**src/rtl/seg_bridge_pkg.sv**
```systemverilog
package seg_bridge_pkg;
  typedef enum logic [1:0] {
    ST_IDLE = 2'd0,
    ST_LO   = 2'd1,
    ST_HI   = 2'd2,
    ST_FIN  = 2'd3
  } seq_state_e;
endpackage

```
**src/rtl/seg_addr_gen.sv**
```systemverilog
module seg_addr_gen #(
  parameter int SEG_W  = 16,
  parameter int OFF_W  = 16,
  parameter int SHIFT  = 4,
  parameter int ADDR_W = 20
) (
  input  logic [SEG_W-1:0]  seg_i,
  input  logic [OFF_W-1:0]  off_i,
  output logic [ADDR_W-1:0] base_o,
  output logic [ADDR_W-1:0] next_o
);
  localparam int SUM_W = ((SEG_W + SHIFT) > OFF_W ? (SEG_W + SHIFT) : OFF_W) + 1;

  logic [SUM_W-1:0] seg_ext;
  logic [SUM_W-1:0] off_ext;
  logic [SUM_W-1:0] sum;

  assign seg_ext = SUM_W'(seg_i) << SHIFT;
  assign off_ext = SUM_W'(off_i);
  assign sum     = seg_ext + off_ext;
  // carries above ADDR_W are dropped: wrap within the address space
  assign base_o  = sum[ADDR_W-1:0];
  assign next_o  = base_o + ADDR_W'(1);
endmodule

```
**src/rtl/seg_byte_fsm.sv**
```systemverilog
module seg_byte_fsm
  import seg_bridge_pkg::*;
(
  input  logic       clk_i,
  input  logic       rst_ni,
  input  logic       req_i,
  input  logic       word_i,
  output seq_state_e state_o,
  output logic       accept_o,
  output logic       word_o
);
  seq_state_e state_q, state_d;
  logic       word_q;

  assign accept_o = req_i && (state_q == ST_IDLE);
  assign state_o  = state_q;
  assign word_o   = word_q;

  always_comb begin
    unique case (state_q)
      ST_IDLE: state_d = accept_o ? ST_LO : ST_IDLE;
      ST_LO:   state_d = word_q ? ST_HI : ST_FIN;
      ST_HI:   state_d = ST_FIN;
      default: state_d = ST_IDLE;
    endcase
  end

  always_ff @(posedge clk_i or negedge rst_ni) begin
    if (!rst_ni) begin
      state_q <= ST_IDLE;
      word_q  <= 1'b0;
    end else begin
      state_q <= state_d;
      if (accept_o) word_q <= word_i;
    end
  end
endmodule

```
**src/rtl/seg_word_pack.sv**
```systemverilog
module seg_word_pack
  import seg_bridge_pkg::*;
#(
  parameter int BYTE_W = 8
) (
  input  logic                clk_i,
  input  logic                rst_ni,
  input  seq_state_e          state_i,
  input  logic                word_i,
  input  logic [2*BYTE_W-1:0] wdata_i,
  input  logic [BYTE_W-1:0]   mem_rdata_i,
  output logic [BYTE_W-1:0]   wbyte_o,
  output logic [2*BYTE_W-1:0] rdata_o
);
  localparam int LANES = 2;

  logic [LANES-1:0]  lane_sel;
  logic [BYTE_W-1:0] lane_w [LANES];
  logic [BYTE_W-1:0] lo_q;

  assign lane_sel[0] = (state_i != ST_HI);
  assign lane_sel[1] = (state_i == ST_HI);

  for (genvar i = 0; i < LANES; i++) begin : g_lane
    assign lane_w[i] = lane_sel[i] ? wdata_i[i*BYTE_W +: BYTE_W] : '0;
  end

  always_comb begin
    wbyte_o = '0;
    for (int i = 0; i < LANES; i++) wbyte_o |= lane_w[i];
  end

  // low byte of a word read arrives while the high address is presented
  always_ff @(posedge clk_i or negedge rst_ni) begin
    if (!rst_ni)                 lo_q <= '0;
    else if (state_i == ST_HI)   lo_q <= mem_rdata_i;
  end

  always_comb begin
    if (state_i != ST_FIN) rdata_o = '0;
    else if (word_i)       rdata_o = {mem_rdata_i, lo_q};
    else                   rdata_o = {{BYTE_W{1'b0}}, mem_rdata_i};
  end
endmodule

```
**src/rtl/seg_byte_bridge.sv**
```systemverilog
module seg_byte_bridge
  import seg_bridge_pkg::*;
#(
  parameter int SEG_W  = 16,
  parameter int OFF_W  = 16,
  parameter int SHIFT  = 4,
  parameter int ADDR_W = 20,
  parameter int BYTE_W = 8
) (
  input  logic                clk_i,
  input  logic                rst_ni,
  input  logic                req_i,
  input  logic                we_i,
  input  logic                word_i,
  input  logic [SEG_W-1:0]    seg_i,
  input  logic [OFF_W-1:0]    off_i,
  input  logic [2*BYTE_W-1:0] wdata_i,
  output logic                busy_o,
  output logic                done_o,
  output logic [2*BYTE_W-1:0] rdata_o,
  output logic [ADDR_W-1:0]   mem_addr_o,
  output logic [BYTE_W-1:0]   mem_wdata_o,
  output logic                mem_we_o,
  input  logic [BYTE_W-1:0]   mem_rdata_i
);
  localparam int WORD_W = 2 * BYTE_W;

  seq_state_e          state;
  logic                accept;
  logic                word_q;
  logic                we_q;
  logic [ADDR_W-1:0]   base_d, next_d, base_q, next_q;
  logic [WORD_W-1:0]   wdata_q;
  logic [BYTE_W-1:0]   wbyte;
  logic                mem_cycle;

  seg_addr_gen #(
    .SEG_W (SEG_W),
    .OFF_W (OFF_W),
    .SHIFT (SHIFT),
    .ADDR_W(ADDR_W)
  ) u_addr (
    .seg_i (seg_i),
    .off_i (off_i),
    .base_o(base_d),
    .next_o(next_d)
  );

  seg_byte_fsm u_fsm (
    .clk_i   (clk_i),
    .rst_ni  (rst_ni),
    .req_i   (req_i),
    .word_i  (word_i),
    .state_o (state),
    .accept_o(accept),
    .word_o  (word_q)
  );

  always_ff @(posedge clk_i or negedge rst_ni) begin
    if (!rst_ni) begin
      we_q    <= 1'b0;
      base_q  <= '0;
      next_q  <= '0;
      wdata_q <= '0;
    end else if (accept) begin
      we_q    <= we_i;
      base_q  <= base_d;
      next_q  <= next_d;
      wdata_q <= wdata_i;
    end
  end

  seg_word_pack #(
    .BYTE_W(BYTE_W)
  ) u_pack (
    .clk_i      (clk_i),
    .rst_ni     (rst_ni),
    .state_i    (state),
    .word_i     (word_q),
    .wdata_i    (wdata_q),
    .mem_rdata_i(mem_rdata_i),
    .wbyte_o    (wbyte),
    .rdata_o    (rdata_o)
  );

  assign mem_cycle   = (state == ST_LO) || (state == ST_HI);
  assign mem_we_o    = mem_cycle && we_q;
  assign mem_addr_o  = (state == ST_HI) ? next_q : base_q;
  assign mem_wdata_o = mem_we_o ? wbyte : '0;
  assign busy_o      = (state != ST_IDLE);
  assign done_o      = (state == ST_FIN);
endmodule

```
**config.mk**
```make
export PLATFORM = sky130hd
export DESIGN_NAME = seg_byte_bridge
export DESIGN_NICKNAME = d
export VERILOG_FILES = /design/src/rtl/seg_bridge_pkg.sv /design/src/rtl/seg_addr_gen.sv /design/src/rtl/seg_byte_fsm.sv /design/src/rtl/seg_word_pack.sv /design/src/rtl/seg_byte_bridge.sv
export SDC_FILE = /design/constraint.sdc
export NUM_CORES = 1
export LEC_CHECK = 0
export ABC_AREA = 1
export CAP_MARGIN = 15
export CORE_MARGIN = 1.5
export CORE_UTILIZATION = 54
export DETAILED_ROUTE_END_ITERATION = 10
export DONT_BUFFER_PORTS = 1
export GPL_TIMING_DRIVEN = 1
export HOLD_SLACK_MARGIN = 0.03
export PLACE_DENSITY = 0.69
export SLEW_MARGIN = 20
export SYNTH_ARGS = -nofsm -noshare
export SYNTH_HDL_FRONTEND = slang
export SYNTH_SLANG_ARGS = --single-unit
```
**constraint.sdc**
```tcl
create_clock -name clk_i -period 1.74 [get_ports clk_i]
set_input_delay 0.348 -clock clk_i [delete_from_list [all_inputs] [get_ports clk_i]]
set_output_delay 0.348 -clock clk_i [all_outputs]
set_load 0.05 [all_outputs]
```
# Word level (Yosys, flattened, before mapping)
# Index checks and enable logic that the tools add are counted.
[classes]
n_addsub = 2
eq_ne = 5
n_mux = 9
bitwise_logic = 1
n_reduce_logical = 5
[ops]
columns = ["cell", "n"]
rows = [
  ["2-to-1 mux 16 bit", 2],
  ["2-to-1 mux 8 bit", 3],
  ["adder 20 x 1 -> 20 bit (second input constant)", 1],
  ["adder 20 x 16 -> 20 bit", 1],
  ["2-to-1 mux 20 bit", 1],
  ["bitwise OR 8 bit", 1],
  ["one-hot mux 2 bit (3 select lines)", 1],
  ["== test 2 bit (second input constant)", 2],
  ["inequality test 2 bit (second input constant)", 2],
  ["== test 2 x 1 -> 1 bit (second input constant)", 1],
  ["logical AND 1 bit", 2],
  ["logical NOT 2 bit", 1],
  ["2-to-1 mux 1 bit", 2],
  ["nonzero test 2 bit", 1],
  ["logical OR 1 bit", 1],
]
[word_totals]
regBits = 68
input_bits = 61
out_inout_bits = 47
word_cells = 29

# Logic depth before layout (Yosys ltp)
[depth]
ltp_word = 4
mapped_depth = 16
depth_no_buf = 16

# Cells and area by module
# Synthesis repeated with hierarchy kept, for this count alone.
[hier_totals]
cells_unflattened = 747
hier_area_um2 = 4767.1
[by_module_without_submodules]
columns = ["mod", "n_inst", "cells_each", "area_each_um2", "seq_area_each_um2"]
rows = [
  ["seg_byte_bridge", 1, 330, 2508.7, 1426.4],
  ["seg_addr_gen", 1, 275, 1421.4, 0.0],
  ["seg_word_pack", 1, 122, 650.6, 200.2],
  ["seg_byte_fsm", 1, 20, 186.4, 75.1],
]

# Least setup slack after synthesis
# Ideal clock, no wire load.
[synth_timing]
path_type = "register to output"
start = "register u_fsm.state_q[0], in the netlist u_fsm.state_o[0]"
end = "output port mem_addr_o[16]"
arrival_time_ns = 2.135
t_required_ns = 1.392
setup_slack_ns = -0.743
path_stages_with_launch = 6
path_buffers = 2
path_cell_list = "dfrtp_1 inv_1 ha_1 clkbuf_1 clkbuf_1 o21ai_0"
[synth_between]
elab_chain_cells = 2
[synth_rtl]
columns = ["item", "line", "rtl"]
rows = [
  ["start: declaration", "seg_byte_fsm.sv:12", "seq_state_e state_q, state_d;"],
  ["start signal: assignment", "seg_byte_fsm.sv:33", "state_q <= state_d;"],
  ["== test 2 bit", "seg_byte_bridge.sv:88", "assign mem_addr_o = (state == ST_HI) ? next_q : base_q;"],
  ["2-to-1 mux 20 bit", "seg_byte_bridge.sv:88", ""],
  ["end: declaration", "seg_byte_bridge.sv:21", "output logic [ADDR_W-1:0] mem_addr_o,"],
]
# Every way passes these cells.

# Worst setup path in the final report
[layout_timing]
start = "register u_fsm.state_q[1], in the netlist u_fsm.state_o[1]"
end = "output port mem_addr_o[15]"
# Same word-level chain as after synthesis.

==> flow_summary.ini <==
[status]
outcome = finished with violations
violations = hold timing, setup timing

[synthesis]
synth-async-reset-ratio_pct = 100
syn_inst = 636
yosysTopAreaCell = dfrtp_1
synth_area_um2 = 4300
ys_seq_elements = 68
synth_most_common_cell = nand2_1
syn_nets = 715
synth_common_cells = nand2_1, inv_1, dfrtp_1
synth_top_area_share_pct = 39.6
avgSynthCellArea_um2 = 6.76
ys.warnings.count = 0
synth_seq_area_share_pct = 39.6
synth_edf_count = 0
yosys-top-cells-area = dfrtp_1, nand2_1, inv_1
synth_cell_types = 34
synth_ff_type = dfrtp_1

[setup_path]
crit_path_max_fanout = 11
crit_type = flip-flop to output port
r2r_cells = 7
setup.worst_path.end_class = output port
r2r_slack_ps = 170
critPathArrivalTime_ps = 1660
slowest_stage = dfrtp_2
r2r-end = base_q[11]
cp-start-kind = flip-flop
r2r_start = u_fsm.state_o[1]
path_cells = ha_4 -> buf_12 -> buf_4 -> o21ai_4
worst-path-buf-inv = 2
crit_family = flip-flops
crit_path_max_incr_delay_ps = 450
crit_required_ps = 1390

[layout]
fin_nets = 794
diodes = 0
stdcell_count = 821
drive_gt1_share_pct = 33.4
synthToLayoutAreaGrowth_pct = 52.8

[place]
dpl.hpwl_mm = 8.10
gp_congestion = 0.879
dp_cells = 785
port_buffers = 0

[timing]
post-route-period-util_pct = 116
setup_viol_count_final = 55
hold_slack_ps = -324
min_period_ps = 2010
rsz0062_at_grt = yes
max_freq_mhz = 498
worst_slew_pin_slew_ps = 448
skew_ps = 7.55
hold_viol = 68
final.setup.worst_slack_ps = -270
slew_viol_final = 0
slew_headroom_pct = 70.1

[detailed_routing]
post_drt_wl_per_cell_um = 15.7
via_per_inst = 5.48
dr.first_iter.drc_count = 271
drcViolationCount = 0
drtAntennaViolNets = 0
drt_wl_total_mm = 12.9
vias = 4499
first_pass_iters = 5

[global_route]
overflow = 0
grt_pass1_vias = 4202
grt_start_max_net_pins = 69
grt_pass1_wl_mm = 19.0
gr-usage-all-layers_pct = 28.2
antenna_found_initial = 0

[clock_network]
clk_latency_ps = 350
cts_made_buffers = 9
clkSinkCount = 68
clock_path_buffers = 2
ctsRootBufferMaster = clkbuf_8
clk_pin_slew_ps = 80
cts_tree = done
cts_max_level = 3

[floorplanning]
dieWidth_um = 92.3
floorplan.initialDensity_pct = 55.7
die_h_um = 92.3
dieArea_um2 = 8510
ios = 108
core_area_um2 = 7730
rows = 32

[power]
cellPowerDensity_nw_per_um2 = 1880
ir_drop_uv = 1320
p_leak_nw = 3.17

[min_path]
holdCritPathClass = primary input to asynchronous set/reset pin

[job]
maxCapViolCount = 0
## through the flow
stage	utilization, %	power [mW]	setup WS, ps	area [um^2]	TNS [ps]
final	85.0	12.4	-270	6570	-9510
after global routing	85.0	13.0	-327	6570	-12340
after CTS	79.8	11.8	-283	6170	-9010
after detailed placement	73.3	9.50	-450	5670	-5430
after global placement	73.3	9.33	-399	5670	-4520
after floorplan	-	7.61	-319	4770	-2750
## cell families after synthesis
group                    Yosys count  share of synthesized area [%]
flip-flops                        68                           39.6
XOR/XNOR                           7                           1.43
buffers and inverters            111                           9.80
AO/OA/AOI/OAI                     90                           11.2
AND/OR/NAND/NOR                  342                           32.6
adder cells (fa/ha/maj)           18                           5.41
## power by group
part | switching (mW) | leakage, nW | internal, mW | total (mW)
Clock | 0.633 | 0.129 | 1.09 | 1.73
Sequential | 0.412 | 0.833 | 2.34 | 2.75
Combinational | 5.07 | 2.21 | 2.83 | 7.90
## repair_timing
| action | in CTS | in global routing |
|---|---|---|
| buffers inserted | 9 | 14 |
| setup endpoints to repair | 52 | 58 |
| hold endpoints to repair | 68 | 68 |
| pin swaps | 28 | 43 |
| gates cloned | 0 | 0 |
| resized for setup | 46 | 85 |
## worst max path at each step
| stage | startpoint | end | cells past startpoint |
|---|---|---|---|
| 2_1_floorplan | seg_i[0] | next_q[16] | 11 |
| 3_3_place_gp | seg_i[0] | next_q[19] | 15 |
| 3_5_place_dp | seg_i[0] | next_q[19] | 15 |
| 4_1_cts | u_fsm.state_o[1] | mem_wdata_o[0] | 5 |
| 5_1_grt | u_fsm.state_o[0] | mem_wdata_o[0] | 5 |
| 6_report | u_fsm.state_o[1] | mem_addr_o[15] | 4 |
## flip-flops by register name, indices dropped and copies added (netlist names)
register,cells
we_q,1
wdata_q,16
u_pack.lo_q,8
next_q,20
u_fsm.word_o,1
base_q,20
u_fsm.state_o,2
## layer usage
metal | share of wire [%] | GRT usage, %
met1 | 38 | 34.3
met2 | 53 | 48.7
met3 | 5.8 | 6.88
met4 | 2.9 | 9.62
met5 | 0 | 0
## placed cells by master, fill, tap and decap left out, types with 11 or more instances in the layout
cell | netlist | routed
buf_12 | 0 | 31
a21oi_4 | 0 | 12
ha_1 | 17 | 11
buf_4 | 1 | 46
nand2_1 | 255 | 214
o21ai_4 | 0 | 17
nand2_2 | 1 | 32
dfrtp_1 | 68 | 67
o21ai_0 | 46 | 23
nand3_1 | 36 | 22
nand3_2 | 1 | 11
nor2_1 | 35 | 21
inv_1 | 86 | 79
nor2_4 | 1 | 15
a21oi_1 | 29 | 11
## final cells by class
cell class | count | area [um^2]
Sequential cell | 68 | 1700
Multi-Input combinational cell | 457 | 3010
Timing Repair Buffer | 90 | 1130
Clock buffer | 9 | 124
Tap cell | 102 | 128
Fill cell | 438 | 1160
Clock inverter | 6 | 138
Inverter | 89 | 339
Power figures use the tool's default switching activity.
